<file path="src/rtl/ee_pkg.sv">
package ee_pkg;
  localparam int BYTE_W = 8;

  localparam logic [BYTE_W-1:0] OPC_WREN  = 8'h06;
  localparam logic [BYTE_W-1:0] OPC_READ  = 8'h03;
  localparam logic [BYTE_W-1:0] OPC_WRITE = 8'h02;

  typedef enum logic [2:0] {
    ST_CMD,
    ST_ADDR,
    ST_RD,
    ST_WR,
    ST_WEN,
    ST_IGN
  } ee_state_e;
endpackage

</file>
<file path="src/rtl/ee_spi_edges.sv">
// Pin sampling: SCK edge strobes, select release, hold state.
module ee_spi_edges (
  input  logic clk_i,
  input  logic rst_ni,
  input  logic cs_ni,
  input  logic sck_i,
  input  logic hold_ni,
  output logic sck_rise_o,
  output logic sck_fall_o,
  output logic cs_rise_o,
  output logic held_o
);
  logic sck_q, cs_q, held_q;

  always_ff @(posedge clk_i or negedge rst_ni) begin
    if (!rst_ni) begin
      sck_q  <= 1'b0;
      cs_q   <= 1'b1;
      held_q <= 1'b0;
    end else begin
      sck_q <= sck_i;
      cs_q  <= cs_ni;
      if (cs_ni)       held_q <= 1'b0;
      else if (!sck_i) held_q <= !hold_ni;  // hold changes only while SCK low
    end
  end

  assign sck_rise_o = !cs_ni && !held_q &&  sck_i && !sck_q;
  assign sck_fall_o = !cs_ni && !held_q && !sck_i &&  sck_q;
  assign cs_rise_o  =  cs_ni && !cs_q;
  assign held_o     = held_q;
endmodule

</file>
<file path="src/rtl/ee_bit_cnt.sv">
// Counts rising SCK edges per selection and assembles incoming bytes.
module ee_bit_cnt #(
  parameter int CNT_W = 7
) (
  input  logic                      clk_i,
  input  logic                      rst_ni,
  input  logic                      cs_ni,
  input  logic                      sck_rise_i,
  input  logic                      si_i,
  output logic [CNT_W-1:0]          cnt_o,
  output logic                      byte_done_o,
  output logic [ee_pkg::BYTE_W-1:0] rx_byte_o
);
  localparam int BYTE_W = ee_pkg::BYTE_W;
  localparam int BIT_W  = $clog2(BYTE_W);

  logic [CNT_W-1:0]  cnt_q;
  logic [BYTE_W-1:0] rx_q;
  logic              sat;

  assign sat = &cnt_q;

  always_ff @(posedge clk_i or negedge rst_ni) begin
    if (!rst_ni) begin
      cnt_q <= '0;
      rx_q  <= '0;
    end else if (cs_ni) begin
      cnt_q <= '0;
    end else if (sck_rise_i) begin
      rx_q <= rx_byte_o;
      if (!sat) cnt_q <= cnt_q + 1'b1;
    end
  end

  assign rx_byte_o   = {rx_q[BYTE_W-2:0], si_i};
  assign byte_done_o = sck_rise_i && !sat && (&cnt_q[BIT_W-1:0]);
  assign cnt_o       = cnt_q;
endmodule

</file>
<file path="src/rtl/ee_page_buf.sv">
// Holds write data for one page with per-byte valid flags.
module ee_page_buf #(
  parameter int PAGE_W = 2
) (
  input  logic                              clk_i,
  input  logic                              rst_ni,
  input  logic                              clr_i,
  input  logic                              wr_i,
  input  logic [PAGE_W-1:0]                 idx_i,
  input  logic [ee_pkg::BYTE_W-1:0]         data_i,
  output logic [(1<<PAGE_W)*ee_pkg::BYTE_W-1:0] buf_o,
  output logic [(1<<PAGE_W)-1:0]            valid_o
);
  localparam int BYTE_W     = ee_pkg::BYTE_W;
  localparam int PAGE_BYTES = 1 << PAGE_W;

  logic [PAGE_BYTES*BYTE_W-1:0] buf_q;
  logic [PAGE_BYTES-1:0]        valid_q;

  always_ff @(posedge clk_i or negedge rst_ni) begin
    if (!rst_ni) begin
      buf_q   <= '0;
      valid_q <= '0;
    end else if (clr_i) begin
      valid_q <= '0;
    end else if (wr_i) begin
      buf_q[idx_i*BYTE_W +: BYTE_W] <= data_i;  // page wrap overwrites earlier byte
      valid_q[idx_i]                <= 1'b1;
    end
  end

  assign buf_o   = buf_q;
  assign valid_o = valid_q;
endmodule

</file>
<file path="src/rtl/ee_mem_array.sv">
// Register array: one async read port, page-wide commit port.
module ee_mem_array #(
  parameter int ADDR_W = 8,
  parameter int PAGE_W = 2
) (
  input  logic                                  clk_i,
  input  logic                                  rst_ni,
  input  logic                                  commit_i,
  input  logic [ADDR_W-PAGE_W-1:0]              page_i,
  input  logic [(1<<PAGE_W)*ee_pkg::BYTE_W-1:0] buf_i,
  input  logic [(1<<PAGE_W)-1:0]                valid_i,
  input  logic [ADDR_W-1:0]                     rd_addr_i,
  output logic [ee_pkg::BYTE_W-1:0]             rd_data_o,
  output logic [(1<<ADDR_W)*ee_pkg::BYTE_W-1:0] mem_flat_o
);
  localparam int BYTE_W     = ee_pkg::BYTE_W;
  localparam int DEPTH      = 1 << ADDR_W;
  localparam int PAGE_BYTES = 1 << PAGE_W;

  logic [BYTE_W-1:0] mem_q [DEPTH];

  always_ff @(posedge clk_i or negedge rst_ni) begin
    if (!rst_ni) begin
      for (int i = 0; i < DEPTH; i++) mem_q[i] <= '0;
    end else if (commit_i) begin
      for (int i = 0; i < PAGE_BYTES; i++)
        if (valid_i[i]) mem_q[{page_i, PAGE_W'(i)}] <= buf_i[i*BYTE_W +: BYTE_W];
    end
  end

  assign rd_data_o = mem_q[rd_addr_i];

  for (genvar g = 0; g < DEPTH; g++) begin : g_flat
    assign mem_flat_o[g*BYTE_W +: BYTE_W] = mem_q[g];
  end
endmodule

</file>
<file path="src/rtl/ee_spi_slave.sv">
module ee_spi_slave #(
  parameter int ADDR_W = 8,
  parameter int PAGE_W = 2
) (
  input  logic clk_i,
  input  logic rst_ni,
  input  logic cs_ni,
  input  logic sck_i,
  input  logic si_i,
  input  logic hold_ni,
  output logic so_o,
  output logic so_oe_o
);
  import ee_pkg::*;

  localparam int PAGE_BYTES = 1 << PAGE_W;
  localparam int BIT_W      = $clog2(BYTE_W);
  localparam int MIN_CLK    = 3 * BYTE_W;
  localparam int MAX_CLK    = (2 + PAGE_BYTES) * BYTE_W;
  localparam int CNT_W      = $clog2(MAX_CLK + 1) + 1;
  localparam int MEM_BITS   = (1 << ADDR_W) * BYTE_W;

  logic sck_rise, sck_fall, cs_rise, held;
  logic [CNT_W-1:0]  clk_cnt;
  logic              byte_done;
  logic [BYTE_W-1:0] rx_byte;

  ee_state_e state_q;
  logic                     rd_mode_q, rd_live_q, wel_q, so_q;
  logic [ADDR_W-1:0]        ptr_q;
  logic [ADDR_W-PAGE_W-1:0] wr_page_q;
  logic [PAGE_W-1:0]        wr_off_q;
  logic [BYTE_W-1:0]        tx_q;
  logic [BIT_W-1:0]         tx_cnt_q;

  logic [PAGE_BYTES*BYTE_W-1:0] pbuf;
  logic [PAGE_BYTES-1:0]        pvalid;
  logic [ADDR_W-1:0]            rd_addr;
  logic [BYTE_W-1:0]            rd_data;
  logic [MEM_BITS-1:0]          mem_flat;
  logic                         cnt_legal, commit, wen_ok, buf_wr;

  ee_spi_edges i_edges (
    .clk_i, .rst_ni, .cs_ni, .sck_i, .hold_ni,
    .sck_rise_o(sck_rise), .sck_fall_o(sck_fall),
    .cs_rise_o(cs_rise), .held_o(held)
  );

  ee_bit_cnt #(.CNT_W(CNT_W)) i_bit_cnt (
    .clk_i, .rst_ni, .cs_ni,
    .sck_rise_i(sck_rise), .si_i,
    .cnt_o(clk_cnt), .byte_done_o(byte_done), .rx_byte_o(rx_byte)
  );

  assign buf_wr = byte_done && (state_q == ST_WR);

  ee_page_buf #(.PAGE_W(PAGE_W)) i_page_buf (
    .clk_i, .rst_ni, .clr_i(cs_ni), .wr_i(buf_wr),
    .idx_i(wr_off_q), .data_i(rx_byte),
    .buf_o(pbuf), .valid_o(pvalid)
  );

  assign rd_addr = (state_q == ST_RD) ? ptr_q : rx_byte[ADDR_W-1:0];

  ee_mem_array #(.ADDR_W(ADDR_W), .PAGE_W(PAGE_W)) i_mem (
    .clk_i, .rst_ni, .commit_i(commit), .page_i(wr_page_q),
    .buf_i(pbuf), .valid_i(pvalid), .rd_addr_i(rd_addr),
    .rd_data_o(rd_data), .mem_flat_o(mem_flat)
  );

  // whole-byte boundary with one to PAGE_BYTES data bytes
  assign cnt_legal = (clk_cnt >= CNT_W'(MIN_CLK)) && (clk_cnt <= CNT_W'(MAX_CLK))
                   && (clk_cnt[BIT_W-1:0] == '0);
  assign commit    = cs_rise && (state_q == ST_WR) && wel_q && cnt_legal;
  assign wen_ok    = cs_rise && (state_q == ST_WEN) && (clk_cnt == CNT_W'(BYTE_W));

  always_ff @(posedge clk_i or negedge rst_ni) begin
    if (!rst_ni)      wel_q <= 1'b0;
    else if (commit)  wel_q <= 1'b0;
    else if (wen_ok)  wel_q <= 1'b1;
  end

  always_ff @(posedge clk_i or negedge rst_ni) begin
    if (!rst_ni) begin
      state_q   <= ST_CMD;
      rd_mode_q <= 1'b0;
      rd_live_q <= 1'b0;
      so_q      <= 1'b0;
      ptr_q     <= '0;
      wr_page_q <= '0;
      wr_off_q  <= '0;
      tx_q      <= '0;
      tx_cnt_q  <= '0;
    end else if (cs_ni) begin
      state_q   <= ST_CMD;
      rd_mode_q <= 1'b0;
      rd_live_q <= 1'b0;
    end else begin
      if (byte_done) begin
        case (state_q)
          ST_CMD: begin
            if (rx_byte == OPC_WREN) begin
              state_q <= ST_WEN;
            end else if (rx_byte == OPC_READ) begin
              state_q   <= ST_ADDR;
              rd_mode_q <= 1'b1;
            end else if (rx_byte == OPC_WRITE) begin
              state_q   <= ST_ADDR;
              rd_mode_q <= 1'b0;
            end else begin
              state_q <= ST_IGN;
            end
          end
          ST_ADDR: begin
            if (rd_mode_q) begin
              state_q  <= ST_RD;
              tx_q     <= rd_data;
              ptr_q    <= rx_byte[ADDR_W-1:0] + 1'b1;
              tx_cnt_q <= '0;
            end else begin
              state_q   <= ST_WR;
              wr_page_q <= rx_byte[ADDR_W-1:PAGE_W];
              wr_off_q  <= rx_byte[PAGE_W-1:0];
            end
          end
          ST_WR:   wr_off_q <= wr_off_q + 1'b1;
          default: ;
        endcase
      end
      if (sck_rise && state_q == ST_WEN) state_q <= ST_IGN;
      if (sck_fall && state_q == ST_RD) begin
        so_q      <= tx_q[BYTE_W-1];
        rd_live_q <= 1'b1;
        tx_cnt_q  <= tx_cnt_q + 1'b1;
        if (&tx_cnt_q) begin
          tx_q  <= rd_data;
          ptr_q <= ptr_q + 1'b1;
        end else begin
          tx_q <= {tx_q[BYTE_W-2:0], 1'b0};
        end
      end
    end
  end

  assign so_o    = so_q;
  assign so_oe_o = rd_live_q && !cs_ni && !held;
endmodule

</file>
<file path="config.mk">
export PLATFORM = sky130hd
export DESIGN_NAME = ee_spi_slave
export DESIGN_NICKNAME = d
export VERILOG_FILES = /design/src/rtl/ee_pkg.sv /design/src/rtl/ee_spi_edges.sv /design/src/rtl/ee_bit_cnt.sv /design/src/rtl/ee_page_buf.sv /design/src/rtl/ee_mem_array.sv /design/src/rtl/ee_spi_slave.sv
export SDC_FILE = /design/constraint.sdc
export NUM_CORES = 2
export LEC_CHECK = 0
export ABC_AREA = 0
export BUFFER_PORTS_ARGS = -buffer_cell sky130_fd_sc_hd__buf_2
export CAP_MARGIN = 25
export CORE_MARGIN = 10
export CORE_UTILIZATION = 27
export CTS_CLUSTER_DIAMETER = 40
export DETAILED_ROUTE_END_ITERATION = 16
export GPL_TIMING_DRIVEN = 0
export PLACE_DENSITY = 0.41
export SYNTH_ARGS = -nofsm -noshare
export SYNTH_HDL_FRONTEND = slang
export SYNTH_HIERARCHICAL = 1
export SYNTH_SLANG_ARGS = --single-unit
</file>
<file path="constraint.sdc">
create_clock -name clk_i -period 5.1 [get_ports clk_i]
set_input_delay 0.765 -clock clk_i [delete_from_list [all_inputs] [get_ports clk_i]]
set_output_delay 0.765 -clock clk_i [all_outputs]
set_load 0.02 [all_outputs]
</file>
==> impl_metrics.toml <==
[clock_tree]
clk_pin_slew_ps = 50
numCtsBuffers = 419
cts_max_level = 5
cts_max_path_buffers = 4
cts_tree = "yes"
clock-sinks = 2135
clk_latency_ps = 970
root_buffer = "clkbuf_16"

[routing]
firstDrtPassIters = 5
routed_wirelength_mm = 466
vias_per_cell = 5.37
first_iter_violations = 6389
drtAntennaViolNets = 0
wl_per_cell_um = 37.7
drcViolationCount = 0
num_vias = 66300

[sta]
maxSlewHeadroom = 0.178
tightest_slew_ps = 1230
tns_ps = -48.9
drv_slew = 0
fin_crit_ps = 5140
rsz0062_at_grt = "no"
setup-violations-final = 2
fin_crit_sh = 1.01
fin_skew_ps = 64.7
fmax_ghz = 0.195
fin_ws_ps = -41.3
hold_violations = 0

[run_status]
violations = "setup timing"
status = "finished, violations left"

[worst_setup_path]
cp.depth = 16
crit_family = "buffers and inverters"
arrival_ps = 6030
endpoint_kind = "register"
crit_required_ps = 5990
slowest_delay_ps = 650
ff2ff_path_depth = 16
critPathBufInv = 6
crit_chain = "clkbuf_1 -> nor3b_2 -> clkbuf_4 -> mux2_2 -> buf_8 -> buf_4 -> buf_6 -> buf_4 -> mux4_2 -> o22ai_1 -> o2bb2ai_1 -> nor3_1 -> a211oi_1 -> and3_1 -> mux2i_1 -> a21oi_1"
cp_max_fo = 10
crit_top_cell = "buf_4"
crit_type = "register to register"
critical_path.startpoint_type = "register"
critPathSlowestCell = "o2bb2ai_1"

[final_layout]
final_cell_mix = "dfrtp_1 (2134), mux2_2 (2073), mux4_2 (457)"
final_core_utilization = 0.340
nFillCells = 35100
nNetsFinal = 7192
final_cells = 12300
drive_gt1_frac = 0.509
area_delta_synth_final_pct = 25.4
final_cell_area_um2 = 123000
final_common_cell = "dfrtp_1"

[global_route]
grt_pass1_wl_mm = 623
track_usage = 0.232
antenna_found_initial = 55
grt_max_degree = 165
grt_pass1_vias = 68100
grt_overflow = 0

[power_and_ir_drop]
p_sw_w = 0.0142
netSwitchingFraction = 0.276
p_per_area_nw_per_um2 = 417
seq_power_share = 0.332
clkPwrFrac = 0.560
total_power_w = 0.0513
p_comb_frac = 0.107
leakage_nw = 57.5
ir_drop_uv = 288
p_int_w = 0.0372

[synth]
synth_ff_type = "dfrtp_1"
synth_seq_area_share = 0.544
netlist_instances = 6525
synth_edf_count = 0
synthesis.nets = 6543
netlist.area_leader.share = 0.544
yosysWarnings = 6
yosysUniqueCellTypes = 83
synth-seq-cells = 2135
netlist.top_cell.by_area = "dfrtp_1"
synth_area_leaders = "dfrtp_1 (54%), mux2_2 (24%), mux4_2 (10%)"
syn_area_per_cell_um2 = 15.0
syn-cell-area_um2 = 98200
async_flop_share = 1.00

[place]
place_area_um2 = 107000
gp_congestion = 0.936
placed_cells = 11500
io_buffers = 7
hpwl_mm = 329

[min_path]
hold_path_class = "input port to register"
hold_depth = 3

[floorplan]
die_height_um = 623
rows = 221
core_area_um2 = 362000
floorplan.die_area_um2 = 388000
start_util = 0.271
io_pins = 8
die_w_um = 623

[flow_run]
drv_cap = 0
## sequential cells by signal (all words and copies together), names as in the netlist, 2 cells and up
name,count
tx_cnt_q,3
i_bit_cnt/cnt_o,7
i_bit_cnt/rx_q,7
state_q,3
i_page_buf/valid_o,4
ptr_q,8
wr_page_q,6
i_mem/mem_flat_o,2048
tx_q,8
wr_off_q,2
i_page_buf/buf_o,32
## tightest hold or removal path: cells and delay by family
| kind | cells | cell delay (ps) |
|---|---|---|
| AOI/OAI and AO/OA | 1 | 50 |
| buffers and inverters | 1 | 70 |
| and+or+nand+nor | 1 | 100 |
## Yosys cell counts, types with 5 or more instances
master     count
dfrtp_1     2134
mux2_2      2073
mux4_2       457
clkbuf_1     302
nor2_1       299
nand2_1      208
mux2i_1      185
buf_2         70
a21oi_1       68
a22oi_1       65
o21ai_0       49
buf_1         47
o221ai_1      38
o22ai_1       38
inv_1         37
a22o_1        35
buf_6         28
nand3_1       28
a211oi_1      27
buf_4         27
a221oi_1      26
nor3_1        25
nor2b_1       19
o32ai_2       16
and2_1        14
nand2b_1      13
and3_1        12
ha_1          12
or4_1         12
and3b_1       10
or2_2         10
and4bb_2       8
mux2_4         8
o32ai_1        8
a31oi_1        7
nor3b_1        7
o211ai_1       7
o22a_1         5
o2bb2ai_1      5
or3b_2         5
## routing by layer
| layer | vias up | part of all wire | global-route usage | wire length (µm) |
|---|---|---|---|---|
| met5 | - | 0.00014 | 0 | 67 |
| met4 | 10 | 0.060 | 0.120 | 27700 |
| met3 | 910 | 0.078 | 0.0549 | 36200 |
| met2 | 2931 | 0.44 | 0.353 | 206000 |
| met1 | 36600 | 0.42 | 0.308 | 196000 |
| li1 | 25800 | - | - | - |
## power groups by stage
stage | clock (W) | sequential [W] | combinational [W]
after global placement | 0 | 0.0174 | 0.00493
after detailed placement | 0 | 0.0173 | 0.00517
after global routing | 0.0300 | 0.0170 | 0.00550
after CTS | 0.0292 | 0.0170 | 0.00539
final | 0.0288 | 0.0171 | 0.00551
after floorplan | 0 | 0.0173 | 0.00186
## repair_timing
action	in CTS	in global routing
setup endpoints to repair	8	8
resized for setup	196	32
pin swaps	6	2
hold endpoints to repair	111	0
hold buffers	2	0
setup buffers	5	0
## area by class of cell
cell class                 count  area [µm²]  share of cell area
buffer                       480        2830              0.0230
multi-input combinational   3870       42700               0.347
sequential                  2135       53400               0.434
antenna                       31        77.6            0.000630
timing repair buffer         229        3070              0.0250
inverter                      39         163             0.00132
tap                         4794        6000              0.0488
clock inverter               214        2760              0.0225
clock buffer                 554       12000              0.0974
## worst paths after layout
check,slack [ps],to,startpoint
max reg2reg,-40,tx_q[4]$_DFFE_PN0P_,state_q[0]$_DFFE_PN0P_
min reg2reg,470,wel_q$_DFFE_PN0P_,wel_q$_DFFE_PN0P_
min,90,i_edges/held_o$_DFFE_PN0P_,hold_ni
min in group asynchronous,380,i_bit_cnt/cnt_o[1]$_DFFE_PN0P_,rst_ni
max in group asynchronous,1360,i_mem/mem_flat_o[90]$_DFFE_PN0P_,rst_ni
max,-40,tx_q[4]$_DFFE_PN0P_,state_q[0]$_DFFE_PN0P_
## cells by family after synthesis
logic type	after synthesis	share of synthesized area
mux	2723	0.363
flops	2135	0.544
simple gates	703	0.0333
buf+inv	520	0.0250
compound gates	427	0.0326
fa+ha+maj	12	0.00153
xor+xnor	5	0.000446
## stage by stage
stage,hold slack [ps],worst slack (ps)
CTS,22.2,1.52
global route,79.4,2.12
global placement,461,-46120
detailed placement,473,-2280
finish,87.7,-41.3
floorplan,443,1450
Note: power is estimated with default switching activity, not from simulation.
